==> config.mk <==
export PLATFORM = sky130hd
export DESIGN_NAME = rts_flow_ctrl
export DESIGN_NICKNAME = d
export VERILOG_FILES = /design/src/rtl/rts_flow_pkg.sv /design/src/rtl/rts_regs.sv /design/src/rtl/rts_trigger.sv /design/src/rtl/rts_pin_fsm.sv /design/src/rtl/rts_flow_ctrl.sv
export SDC_FILE = /design/constraint.sdc
export NUM_CORES = 1
export LEC_CHECK = 0
export BUFFER_PORTS_ARGS = -buffer_cell sky130_fd_sc_hd__buf_2
export CAP_MARGIN = 20
export CORE_MARGIN = 8
export CORE_UTILIZATION = 24
export DETAILED_ROUTE_END_ITERATION = 16
export HOLD_SLACK_MARGIN = 0.08
export PLACE_DENSITY = 0.75
export SETUP_SLACK_MARGIN = 0.1
export SYNTH_ARGS = -nofsm -noshare
export SYNTH_HDL_FRONTEND = slang
export SYNTH_HIERARCHICAL = 1
export SYNTH_SLANG_ARGS = --single-unit
==> constraint.sdc <==
create_clock -name clk -period 1.3 [get_ports clk]
set_input_delay 0.195 -clock clk [delete_from_list [all_inputs] [get_ports clk]]
set_output_delay 0.195 -clock clk [all_outputs]
set_load 0.05 [all_outputs]
==> src/rtl/rts_flow_pkg.sv <==
package rts_flow_pkg;

    typedef enum logic [1:0] {
        ST_OFF      = 2'd0,
        ST_ON       = 2'd1,
        ST_THROTTLE = 2'd2,
        ST_LOOP     = 2'd3
    } rts_state_e;

    localparam int unsigned REG_W = 32;

endpackage

==> src/rtl/rts_regs.sv <==
module rts_regs
    import rts_flow_pkg::*;
#(
    parameter int unsigned       ADDR_W  = 8,
    parameter logic [ADDR_W-1:0] MCR_OFS = 8'h10,
    parameter logic [ADDR_W-1:0] SHD_OFS = 8'h24,
    parameter int unsigned       RTS_POS = 1
) (
    input  logic              clk,
    input  logic              rst_n,
    input  logic              wr_i,
    input  logic [ADDR_W-1:0] addr_i,
    input  logic [REG_W-1:0]  wdata_i,
    output logic              rts_o,
    output logic [REG_W-1:0]  rdata_o
);

    logic rts_q;
    logic hit_shd;
    logic hit_mcr;

    assign hit_shd = (addr_i == SHD_OFS);
    assign hit_mcr = (addr_i == MCR_OFS);

    always_ff @(posedge clk or negedge rst_n) begin
        if (!rst_n) begin
            rts_q <= 1'b0;
        end else if (wr_i && hit_shd) begin
            rts_q <= wdata_i[0];
        end else if (wr_i && hit_mcr) begin
            rts_q <= wdata_i[RTS_POS];
        end
    end

    always_comb begin
        rdata_o = '0;
        if (hit_shd) begin
            rdata_o[0] = rts_q;
        end else if (hit_mcr) begin
            rdata_o[RTS_POS] = rts_q;
        end
    end

    assign rts_o = rts_q;

    // an alias write lands in the bit
    p_shadow_write_r1: assert property (@(posedge clk) disable iff (!rst_n)
        ($past(rst_n) && $past(wr_i) && $past(addr_i) == SHD_OFS)
            |-> (rts_q == $past(wdata_i[0])));

    // a control word write lands in the same bit
    p_mcr_write_r2: assert property (@(posedge clk) disable iff (!rst_n)
        ($past(rst_n) && $past(wr_i) && $past(addr_i) == MCR_OFS)
            |-> (rts_q == $past(wdata_i[RTS_POS])));

    // alias read leaves the upper bits clear
    p_shadow_hi_zero_r3: assert property (@(posedge clk) disable iff (!rst_n)
        hit_shd |-> (rdata_o[REG_W-1:1] == '0));

    // the bit holds without a write
    p_hold_r1: assert property (@(posedge clk) disable iff (!rst_n)
        ($past(rst_n) && !$past(wr_i)) |-> $stable(rts_q));

endmodule

==> src/rtl/rts_trigger.sv <==
module rts_trigger #(
    parameter int unsigned DEPTH = 16,
    parameter int unsigned LVL_W = $clog2(DEPTH + 1)
) (
    input  logic             auto_en_i,
    input  logic             fifo_en_i,
    input  logic             sel_i,
    input  logic [LVL_W-1:0] level_i,
    input  logic [LVL_W-1:0] thresh_i,
    output logic             gate_o,
    output logic             over_o
);

    logic over_thr;
    logic over_af;

    generate
        if (DEPTH > 2) begin : g_af
            localparam logic [LVL_W-1:0] AF_LVL = LVL_W'(DEPTH - 2);
            assign over_af = (level_i >= AF_LVL);
        end else begin : g_af_small
            assign over_af = 1'b1;
        end
    endgenerate

    assign over_thr = (level_i > thresh_i);
    assign gate_o   = auto_en_i & fifo_en_i;
    assign over_o   = sel_i ? over_af : over_thr;

endmodule

==> src/rtl/rts_pin_fsm.sv <==
module rts_pin_fsm
    import rts_flow_pkg::*;
(
    input  logic clk,
    input  logic rst_n,
    input  logic loop_i,
    input  logic rts_i,
    input  logic gate_i,
    input  logic over_i,
    output logic rts_n_o
);

    rts_state_e state_q;
    rts_state_e state_d;
    logic       pin_q;

    always_comb begin
        state_d = ST_OFF;
        if (loop_i) begin
            state_d = ST_LOOP;
        end else if (!rts_i) begin
            state_d = ST_OFF;
        end else if (gate_i && over_i) begin
            state_d = ST_THROTTLE;
        end else begin
            state_d = ST_ON;
        end
    end

    always_ff @(posedge clk or negedge rst_n) begin
        if (!rst_n) begin
            state_q <= ST_OFF;
        end else begin
            state_q <= state_d;
        end
    end

    always_ff @(posedge clk or negedge rst_n) begin
        if (!rst_n) begin
            pin_q <= 1'b1;
        end else begin
            unique case (state_d)
                ST_ON:       pin_q <= 1'b0;
                ST_OFF:      pin_q <= 1'b1;
                ST_THROTTLE: pin_q <= 1'b1;
                ST_LOOP:     pin_q <= 1'b1;
                default:     pin_q <= 1'b1;
            endcase
        end
    end

    assign rts_n_o = pin_q;

    // loopback forces the pin high
    p_loop_high_r9: assert property (@(posedge clk) disable iff (!rst_n)
        $past(loop_i) |-> rts_n_o);

    // a clear bit leaves the pin high
    p_off_high_r5: assert property (@(posedge clk) disable iff (!rst_n)
        !$past(rts_i) |-> rts_n_o);

    // gated and over trigger releases the pin
    p_throttle_r6: assert property (@(posedge clk) disable iff (!rst_n)
        $past(rts_i && gate_i && over_i) |-> rts_n_o);

    // a set, ungated bit drives the pin low one cycle on
    p_drive_low_r10: assert property (@(posedge clk) disable iff (!rst_n)
        ($past(rst_n) && $past(rts_i && !loop_i && !(gate_i && over_i)))
            |-> !rts_n_o);

    // the state and the pin agree on the driven state
    p_state_pin_r4: assert property (@(posedge clk) disable iff (!rst_n)
        (state_q == ST_ON) == !rts_n_o);

endmodule

==> src/rtl/rts_flow_ctrl.sv <==
module rts_flow_ctrl
    import rts_flow_pkg::*;
#(
    parameter int unsigned DEPTH   = 16,
    parameter int unsigned ADDR_W  = 8,
    parameter int unsigned MCR_OFS = 8'h10,
    parameter int unsigned SHD_OFS = 8'h24,
    localparam int unsigned LVL_W  = $clog2(DEPTH + 1)
) (
    input  logic              clk,
    input  logic              rst_n,
    input  logic              reg_wr,
    input  logic [ADDR_W-1:0] reg_addr,
    input  logic [31:0]       reg_wdata,
    output logic [31:0]       reg_rdata,
    input  logic              auto_flow_en,
    input  logic              fifo_en,
    input  logic              trig_sel,
    input  logic [LVL_W-1:0]  rx_level,
    input  logic [LVL_W-1:0]  rx_thresh,
    input  logic              loop_en,
    output logic              rts_n,
    output logic              loop_cts
);

    logic rts_bit;
    logic gate;
    logic over;

    rts_regs #(
        .ADDR_W  (ADDR_W),
        .MCR_OFS (ADDR_W'(MCR_OFS)),
        .SHD_OFS (ADDR_W'(SHD_OFS)),
        .RTS_POS (1)
    ) u_regs (
        .clk     (clk),
        .rst_n   (rst_n),
        .wr_i    (reg_wr),
        .addr_i  (reg_addr),
        .wdata_i (reg_wdata),
        .rts_o   (rts_bit),
        .rdata_o (reg_rdata)
    );

    rts_trigger #(
        .DEPTH (DEPTH),
        .LVL_W (LVL_W)
    ) u_trig (
        .auto_en_i (auto_flow_en),
        .fifo_en_i (fifo_en),
        .sel_i     (trig_sel),
        .level_i   (rx_level),
        .thresh_i  (rx_thresh),
        .gate_o    (gate),
        .over_o    (over)
    );

    rts_pin_fsm u_fsm (
        .clk     (clk),
        .rst_n   (rst_n),
        .loop_i  (loop_en),
        .rts_i   (rts_bit),
        .gate_i  (gate),
        .over_i  (over),
        .rts_n_o (rts_n)
    );

    assign loop_cts = loop_en & rts_bit;

    // no looped value leaves outside loopback
    p_no_cts_r9: assert property (@(posedge clk) disable iff (!rst_n)
        !loop_en |-> !loop_cts);

    // without FIFO enable the level cannot hold the pin high
    p_fifo_off_r8: assert property (@(posedge clk) disable iff (!rst_n)
        ($past(rst_n) && $past(!fifo_en && !loop_en && rts_bit)) |-> !rts_n);

endmodule

==> impl_results.md <==
* TNS Setup at -0.800 ns
* Clk root buf: clkbuf_4
* Largest delay share family, worst path: simple AND/OR/NAND/NOR gates
* Slew Limit Fails at 0
* Multi-input gate area at 370 um2
* Number of port buffers at 30
* Gr ovfl total at 0
* Hold_ws at 0.177 ns
* Vias per cell at 3.58
* Die W at 63.2 um
* Sequential-to-total area share from yosys stat at 9.58%
* Number of clock sinks at 2
* Share of layout cells above drive strength 1 at 43.6%
* CP peak stage delay at 0.52 ns
* Pwr/cell area at 732 nW/um2
* First drt pass iteration count at 2
* Vias at 494
* Drt wl/cell at 10.3 um
* Number of max-cap violations at 0
* Final clock skew at 0.00413 ns
* LEAKAGE at 0.422 nW
* Post-Syn Area at 536 um2
* Io pins at 91
* Final core occ at 35.2%
* Final wirelength at 1420 um
* Final net count at 173
* Ant. Diodes at 0
* Placer Congestion at 0.720
* Standard-cell rows at 17
* Area Overhead vs Synth at 42.8%
* Core Region at 2170 um2
* # setup viols final at 3
* Number of global-route vias before repair at 521
* Overall Global Routing Usage at 6.88%
* Longest Clk Path Bufs at 2
* H-tree levels at 1
* Final worst slack at -0.398 ns
* First-pass GRT wire length at 2240 um
* Syn_area_per_cell at 7.76 um2
* CTS clk-pin slew, worst paths at 0.03 ns
* Total power at 0.559 mW
* Dpl hpwl at 1250 um
* Hold Path Class: input port to register
* Worst-path cell chain: buf_6 -> or4_4 -> or3b_4 -> nor2_4 -> buf_8
* Post-route ant nets at 0
* Die Area at 4000 um2
* Initial antenna violation count at 0
* CP endpoint kind: output pin
* DRC viols at 0
* Final min period at 1.70 ns
* Worst skew pair latency at 0.24 ns
* Num CTS Buffers at 3
* Fmax at 589 MHz
* Final Hold Vio Count at 0
* WP data arrival at 1.50 ns
* Worst-path maximum fanout at 2
* Largest net degree at the start of global routing at 5
* Crit path required time at 1.11 ns
* FILL cells at 253
* Flops & latches, synth at 2
* Peak supply drop at 0.387 mV
* Synth Warn # at 6
* Starting Density at 24.7%
* TritonCTS clock tree: built
* Worst setup path class: input port to output pin
* RSZ-0062 raised after global routing: true
* Initial drt markers at 7
* CP Launch Type: input port
* Syn Inst Count at 69
* Synth cell types at 24
* Slowest cell on the critical path: or4_4
* Non-filler cells, final at 138
* Tcrit/Tclk final at 131%
* DP Cell Count at 131
* Die H at 63.2 um
* Register Area at 51.3 um2
* Status: finished, violations left
* Worst Path Buf+Inv at 2
* Failing checks: negative setup slack
cell usage after synthesis:
cell type | count | area share (%)
buf_4 | 30 | 42
inv_1 | 6 | 4.2
ha_1 | 5 | 12
nand2_1 | 3 | 2.1
nand3b_1 | 3 | 4.2
a211oi_1 | 2 | 2.8
and2_1 | 2 | 2.3
nor2_1 | 2 | 1.4
a21oi_1 | 1 | 0.93
a31oi_1 | 1 | 1.2
conb_1 | 1 | 0.70
dfrtp_1 | 1 | 4.7
dfstp_2 | 1 | 4.9
nand2b_1 | 1 | 1.2
nand3_1 | 1 | 0.93
nand4_1 | 1 | 1.2
nand4b_1 | 1 | 1.6
o21ai_0 | 1 | 0.93
o221ai_1 | 1 | 1.6
o311a_1 | 1 | 1.9
or3b_1 | 1 | 1.6
or3b_2 | 1 | 1.6
or4_4 | 1 | 2.1
or4bb_1 | 1 | 2.1
worst reg2reg max path, delay by kind of cell, from the launching register on:
kind	cells	cell delay, ns
simple gates	1	0.08
compound gates	1	0.07
flops	1	0.38
buf+inv	2	0.23
layer usage:
layer	GRT usage (%)	routed length, um	up-vias
li1	-	-	254
met1	6.52	542	204
met2	11.0	690	34
met3	4.95	165	2
met4	3.34	19	0
met5	0	0	-
cell type report:
| type | count | area share [%] |
|---|---|---|
| Multi-Input combinational cell | 60 | 48.4 |
| Timing Repair Buffer | 38 | 33.9 |
| Sequential cell | 2 | 6.71 |
| Tap cell | 28 | 4.58 |
| Clock buffer | 4 | 3.44 |
| Inverter | 6 | 2.95 |
state kept, by name, summed over array words and instances (netlist names):
register,count
u_regs/rts_o,1
u_fsm/rts_n_o,1
cells in the final DEF, fill, tap and decap left out, types with 2 or more instances in the layout:
master and count:
conb_1 30, buf_2 25, inv_1 6, buf_4 5, ha_1 5, clkbuf_4 4, buf_6 3, buf_8 3
nand2_1 3, nand3b_1 3, nor2_4 2
path summary, 6_finish.rpt:
| kind | from | end | cells after the start | slack (ns) |
|---|---|---|---|---|
| max | reg_addr[1] | reg_rdata[0] | 5 | -0.40 |
| min | loop_en | u_fsm/rts_n_o | 2 | 0.18 |
| max reg2reg | u_regs/rts_o | u_regs/rts_o | 4 | 0.41 |
| min reg2reg | u_regs/rts_o | u_fsm/rts_n_o | 3 | 0.63 |
| max in group asynchronous | rst_n | u_fsm/rts_n_o | 2 | 0.82 |
| min in group asynchronous | rst_n | u_regs/rts_o | 2 | 0.29 |
kinds of logic after synthesis:
logic type      count (synthesis)  share of synthesized area, %
flops                           2                          9.58
compound gates                  7                          9.34
simple gates                   18                          22.4
buf+inv                        36                          46.3
fa+ha+maj                       5                          11.7
other cells                     1                         0.700
where the power goes:
| part | leakage, nW | internal, mW | switching, mW |
|---|---|---|---|
| combinational | 0.388 | 0.0761 | 0.253 |
| sequential | 0.0193 | 0.0668 | 0.000601 |
| clock | 0.0150 | 0.115 | 0.0476 |
| total | 0.422 | 0.258 | 0.302 |
through the flow:
step	setup slack, ns	cell area [um2]
finish	-0.398	764
CTS	-0.400	753
global placement	-0.472	659
global route	-0.422	764
detailed placement	-0.492	659
floorplan	-0.305	662
repair_timing:
action                                  in CTS  in global routing
endpoints found under the setup margin       3                  5
hold buffers                                 1                  0
gates cloned                                 0                  0
setup buffers                                2                  0
resized for setup                           12                  4
hold endpoints to repair                     2                  0
pin swaps                                    1                  1
(Power assumes the default switching activity.)
